<file path="config.mk">
export PLATFORM = sky130hd
export DESIGN_NAME = dwt4_pair_filter
export DESIGN_NICKNAME = d
export VERILOG_FILES = /design/src/rtl/dwt4_pair_filter.sv
export SDC_FILE = /design/constraint.sdc
export NUM_CORES = 2
export LEC_CHECK = 0
export BUFFER_PORTS_ARGS = -buffer_cell sky130_fd_sc_hd__buf_2
export CAP_MARGIN = 20
export CORE_AREA = 2 2 234 236
export DETAILED_ROUTE_END_ITERATION = 12
export DIE_AREA = 0 0 236 238
export GPL_TIMING_DRIVEN = 0
export PLACE_DENSITY = 0.69
export SETUP_SLACK_MARGIN = 0.05
export SLEW_MARGIN = 15
export SYNTH_ARGS = -nofsm -noshare
export SYNTH_HDL_FRONTEND = slang
export SYNTH_SLANG_ARGS = --single-unit
</file>
<file path="constraint.sdc">
create_clock -name clk -period 10.5 [get_ports clk]
set_clock_uncertainty 0.15 [all_clocks]
set_input_delay 1.05 -clock clk [delete_from_list [all_inputs] [get_ports clk]]
set_output_delay 1.05 -clock clk [all_outputs]
set_load 0.02 [all_outputs]
</file>
<file path="src/rtl/dwt4_pair_filter.sv">
module dwt4_pair_filter #(
  parameter int ROW_LEN  = 8,
  parameter int DATA_W   = 8,
  parameter int OUT_W    = 16,
  parameter int OUT_FRAC = 4
) (
  input  logic                    clk,
  input  logic                    rst_n,
  input  logic                    in_valid,
  input  logic                    in_row_start,
  input  logic [DATA_W-1:0]       in_even,
  input  logic [DATA_W-1:0]       in_odd,
  output logic                    out_valid,
  output logic signed [OUT_W-1:0] out_low,
  output logic signed [OUT_W-1:0] out_high,
  output logic                    out_row_end
);
  localparam int COEF_FRAC = 11;
  localparam int COEF_W    = 12;
  localparam int ACC_W     = DATA_W + COEF_W + 2;
  localparam int PAIRS     = ROW_LEN / 2;
  localparam int CNT_W     = (PAIRS > 1) ? $clog2(PAIRS) : 1;
  localparam int RSH       = COEF_FRAC - OUT_FRAC;
  localparam logic signed [ACC_W-1:0] HALF = ACC_W'(1 << (RSH - 1));

  localparam int H0 = -265;
  localparam int H1 = 459;
  localparam int H2 = 1713;
  localparam int H3 = 989;
  localparam int G0 = -H3;
  localparam int G1 = H2;
  localparam int G2 = -H1;
  localparam int G3 = H0;

  function automatic logic signed [ACC_W-1:0] cmul(input logic [DATA_W-1:0] x, input int c);
    logic signed [ACC_W-1:0] xs;
    logic signed [ACC_W-1:0] cs;
    xs = ACC_W'({1'b0, x});
    cs = ACC_W'(c);
    return xs * cs;
  endfunction

  function automatic logic signed [OUT_W-1:0] rnd(input logic signed [ACC_W-1:0] a);
    return OUT_W'((a + HALF) >>> RSH);
  endfunction

  logic [CNT_W-1:0]        cnt;
  logic [DATA_W-1:0]       first_e, first_o;
  logic signed [ACC_W-1:0] part_lo, part_hi;
  logic signed [OUT_W-1:0] wrap_lo, wrap_hi;
  logic                    wrap_pend;

  logic                    first_pair, last_pair;
  logic signed [ACC_W-1:0] lo_head, lo_tail, hi_head, hi_tail, fl_head, fh_head;

  assign first_pair = in_row_start || (cnt == '0);
  assign last_pair  = !in_row_start && (cnt == CNT_W'(PAIRS - 1));

  assign lo_head = cmul(in_odd, H0) + cmul(in_even, H1);
  assign lo_tail = cmul(in_odd, H2) + cmul(in_even, H3);
  assign hi_head = cmul(in_odd, G0) + cmul(in_even, G1);
  assign hi_tail = cmul(in_odd, G2) + cmul(in_even, G3);
  assign fl_head = cmul(first_o, H0) + cmul(first_e, H1);
  assign fh_head = cmul(first_o, G0) + cmul(first_e, G1);

  always_ff @(posedge clk) begin
    if (!rst_n) begin
      cnt         <= '0;
      first_e     <= '0;
      first_o     <= '0;
      part_lo     <= '0;
      part_hi     <= '0;
      wrap_lo     <= '0;
      wrap_hi     <= '0;
      wrap_pend   <= 1'b0;
      out_valid   <= 1'b0;
      out_row_end <= 1'b0;
      out_low     <= '0;
      out_high    <= '0;
    end else begin
      out_valid   <= 1'b0;
      out_row_end <= 1'b0;
      wrap_pend   <= 1'b0;
      if (wrap_pend) begin
        out_valid   <= 1'b1;
        out_row_end <= 1'b1;
        out_low     <= wrap_lo;
        out_high    <= wrap_hi;
      end
      if (in_valid) begin
        part_lo <= lo_tail;
        part_hi <= hi_tail;
        if (first_pair) begin
          first_e <= in_even;
          first_o <= in_odd;
          cnt     <= CNT_W'(1);
        end else begin
          out_valid   <= 1'b1;
          out_row_end <= 1'b0;
          out_low     <= rnd(part_lo + lo_head);
          out_high    <= rnd(part_hi + hi_head);
          if (last_pair) begin
            wrap_lo   <= rnd(lo_tail + fl_head);
            wrap_hi   <= rnd(hi_tail + fh_head);
            wrap_pend <= 1'b1;
            cnt       <= '0;
          end else begin
            cnt <= cnt + CNT_W'(1);
          end
        end
      end
    end
  end
endmodule

</file>
==> summary.txt <==
Status
  • Status: completed

Synthesis
  • Synthesis Warnings: 0
  • Mapped Cells: 2947
  • Synth Cell Area: about 28000 sq um
  • Leading area contributor after synthesis: fa_1
  • Synth Register Bits: 122
  • Main synth FF type: dfxtp_1
  • Netlist cell types: 69
  • Number of flops mapped to enable cells by yosys: 0
  • Ranking of synthesized cells by area: fa_1 (34%), ha_1 (25%), inv_1 (10%), dfxtp_1 (8.7%), xnor2_1 (3.3%)
  • Mean post-synth cell area: between 9 and 10 sq um
  • Synth top area share: about 34%
  • Sequential fraction of the synthesis area: under 10%
  • Post-synth ARST share: 0%
  • Mapped Nets: around 4000

Critical path
  • Worst path bufs/invs: 8
  • Most used cell, CP: fa_1
  • Largest delay share family, worst path: adder cells
  • Req. time, crit path: roughly 11 ns
  • Crit path arrival time: ~10 ns
  • Critical path launch point type: primary input
  • Crit path kind: primary input to flip-flop
  • Crit Path Max Fanout: 12
  • Slowest CP cell: fa_1
  • CP peak stage delay: slightly above 0.6 ns
  • Worst Setup End Kind: flip-flop

Global routing
  • Initial antenna violation count: 2
  • Number of global-route vias before repair: 22400
  • Largest net degree at the start of global routing: 17
  • First-pass GRT wire length: 131000 um
  • Total track usage: 31.3%
  • Gr ovfl total: 0

Floorplanning
  • Effective utilization at floorplan: between 50% and 60%
  • DIE WIDTH: ~240 um
  • Area of the core: about 53000 sq um
  • Die ar.: approximately 56000 sq um
  • FP Rows: 85
  • Die Height: 238 um
  • Io pins: 54

Drt
  • Remaining DRCs: 0
  • Drt pass-1 iters: 7
  • Vias: roughly 21000
  • Wire per inst: about 22 um
  • M1 WL: 35100 um
  • Routed Antenna Nets: 0
  • Met3 wire length: ~5500 um
  • WL final: between 80000 and 90000 um
  • Vias per std cell: 5.58
  • Highest routed metal layer: met5
  • DR WL met2: 39900 um
  • Initial drt markers: ~1400

Cells and area
  • Commonest non-fill, non-tap cell in the layout: inv_1
  • Layout cell share with drive strength beyond 1: approximately 4.6%
  • Diodes inserted: 0
  • Area grow syn2layout: 6.71%
  • Final core utilization: roughly 56%
  • Area of the multi-input gates: about 23000 sq um
  • Final Net Count: 4081
  • Register area: roughly 2400 sq um
  • Commonest non-fill, non-tap cells in the layout: inv_1 (762), ha_1 (550), fa_1 (480)
  • Fill count: 4763

Timing
  • Max Freq: 0.0984 GHz
  • Max Slew Vio Count: 0
  • Final setup fails: 0
  • Post-layout min period: between 10 and 15 ns
  • Final hold viol count: 0
  • Period utilisation layout: 96.8%
  • RSZ-0062 raised after global routing: no
  • Setup ws final: 0.335 ns
  • Max-slew headroom: about a fifth
  • Slew @ Worst Pin: around 1.2 ns

Place
  • Port Buffers: just over 50
  • Dpl ws: -1.15 ns
  • HPWL Detailed: about 72000 um
  • RD Place Congestion: 0.973

CTS
  • Clock Path Buffers: 2
  • Clk_lat worst skew: between 0.4 and 0.5 ns
  • Clock Sink Count: roughly 120
  • CTS tree: built
  • H-tree depth: 4
  • CTS Root Cell: clkbuf_16
  • Cts hold-fix bufs: 0
  • CTS Buf Count: 17
  • CTS clk-pin slew, worst paths: around 0.06 ns

Min path
  • Min-Delay Path Class: flip-flop to flip-flop

Run
  • Max-Cap Viols: 0
-- area by class of cell --
cell class                      instances  share of cell area, %
Buffer                                 40                  0.503
Clock buffer                           18                   1.43
Clock inverter                         14                  0.453
Inverter                              768                   9.63
Multi-Input combinational cell       2017                   75.8
Sequential cell                       122                   8.12
Tap cell                              696                   2.89
Timing Repair Buffer                   60                   1.16
-- routing by layer --
metal  up-vias  GRT usage (%)
li1       9534              -
met1     10500           41.1
met2       709           52.0
met3       141           4.72
met4         2           12.8
met5         -              0
-- repair_timing --
| action | CTS | global route |
|---|---|---|
| gates resized for setup | 8 | 22 |
| pin swaps | 0 | 4 |
| buffers inserted | 1 | 8 |
| setup endpoints to repair | 18 | 15 |
-- Yosys cell counts, types with 8 or more instances --
master	instances
clkbuf_1	32
mux2_2	8
a21oi_1	134
nor3_1	27
nand2b_1	14
nand2_1	115
a211oi_1	19
or3_1	13
ha_1	553
fa_1	482
or2_2	9
nor2b_1	25
inv_1	766
xnor2_1	107
and3_1	10
nand4_1	13
o21ai_0	55
a21o_1	35
o21bai_1	14
o21a_1	8
nor2_1	128
xor2_1	35
nand3_1	39
dfxtp_1	122
a31oi_1	14
mux2i_1	47
-- worst reg2reg max path, delay by kind of cell, from the launching register on --
kind            cells  cell delay [ns]
flops               1             0.60
fa+ha+maj          10             4.32
xor+xnor            2             0.66
simple gates        3             0.27
compound gates      9             2.00
buf+inv             4             0.36
-- kinds of logic (layout without fill, tap and decap cells) --
logic type	Yosys count	count (layout)	synth area share [%]
fa+ha+maj	1035	1035	58.8
buf+inv	808	900	10.8
simple gates	426	426	7.18
compound gates	359	359	8.22
xor+xnor	142	142	4.41
flops	122	122	8.66
mux	55	55	1.99
-- path summary, 6_finish.rpt --
check                                   to                    start  cells after the start  slack (ns)
setup / recovery  wrap_lo[14]$_SDFFE_PN0P_                in_odd[1]                     31        0.34
hold / removal     wrap_hi[9]$_SDFFE_PN0P_  wrap_hi[9]$_SDFFE_PN0P_                      2        0.30
setup reg to reg  wrap_lo[14]$_SDFFE_PN0P_  first_e[6]$_SDFFE_PN0P_                     28        2.03
hold reg to reg    wrap_hi[9]$_SDFFE_PN0P_  wrap_hi[9]$_SDFFE_PN0P_                      2        0.30
-- through the flow --
stage	hold slack, ns	TNS, ns	std cells	area, sq um
floorplan	0.270	0	2947	28200
CTS	0.303	0	3727	29900
finish	0.305	0	3735	30100
global route	0.319	0	3735	30100
global placement	0.285	-13.25	3694	29300
detailed placement	0.291	-14.79	3694	29300
-- registers in the layout, summed over array words and instances (netlist names) --
signal / cells
out_valid: 1
part_hi: 20
wrap_hi: 15
out_low: 16
first_e: 8
wrap_pend: 1
wrap_lo: 15
first_o: 8
cnt: 2
out_row_end: 1
out_high: 16
part_lo: 19
Power is left out: the tool's default activity adds up to more than one toggle a clock period on the data nets, which glitch-free logic cannot reach.
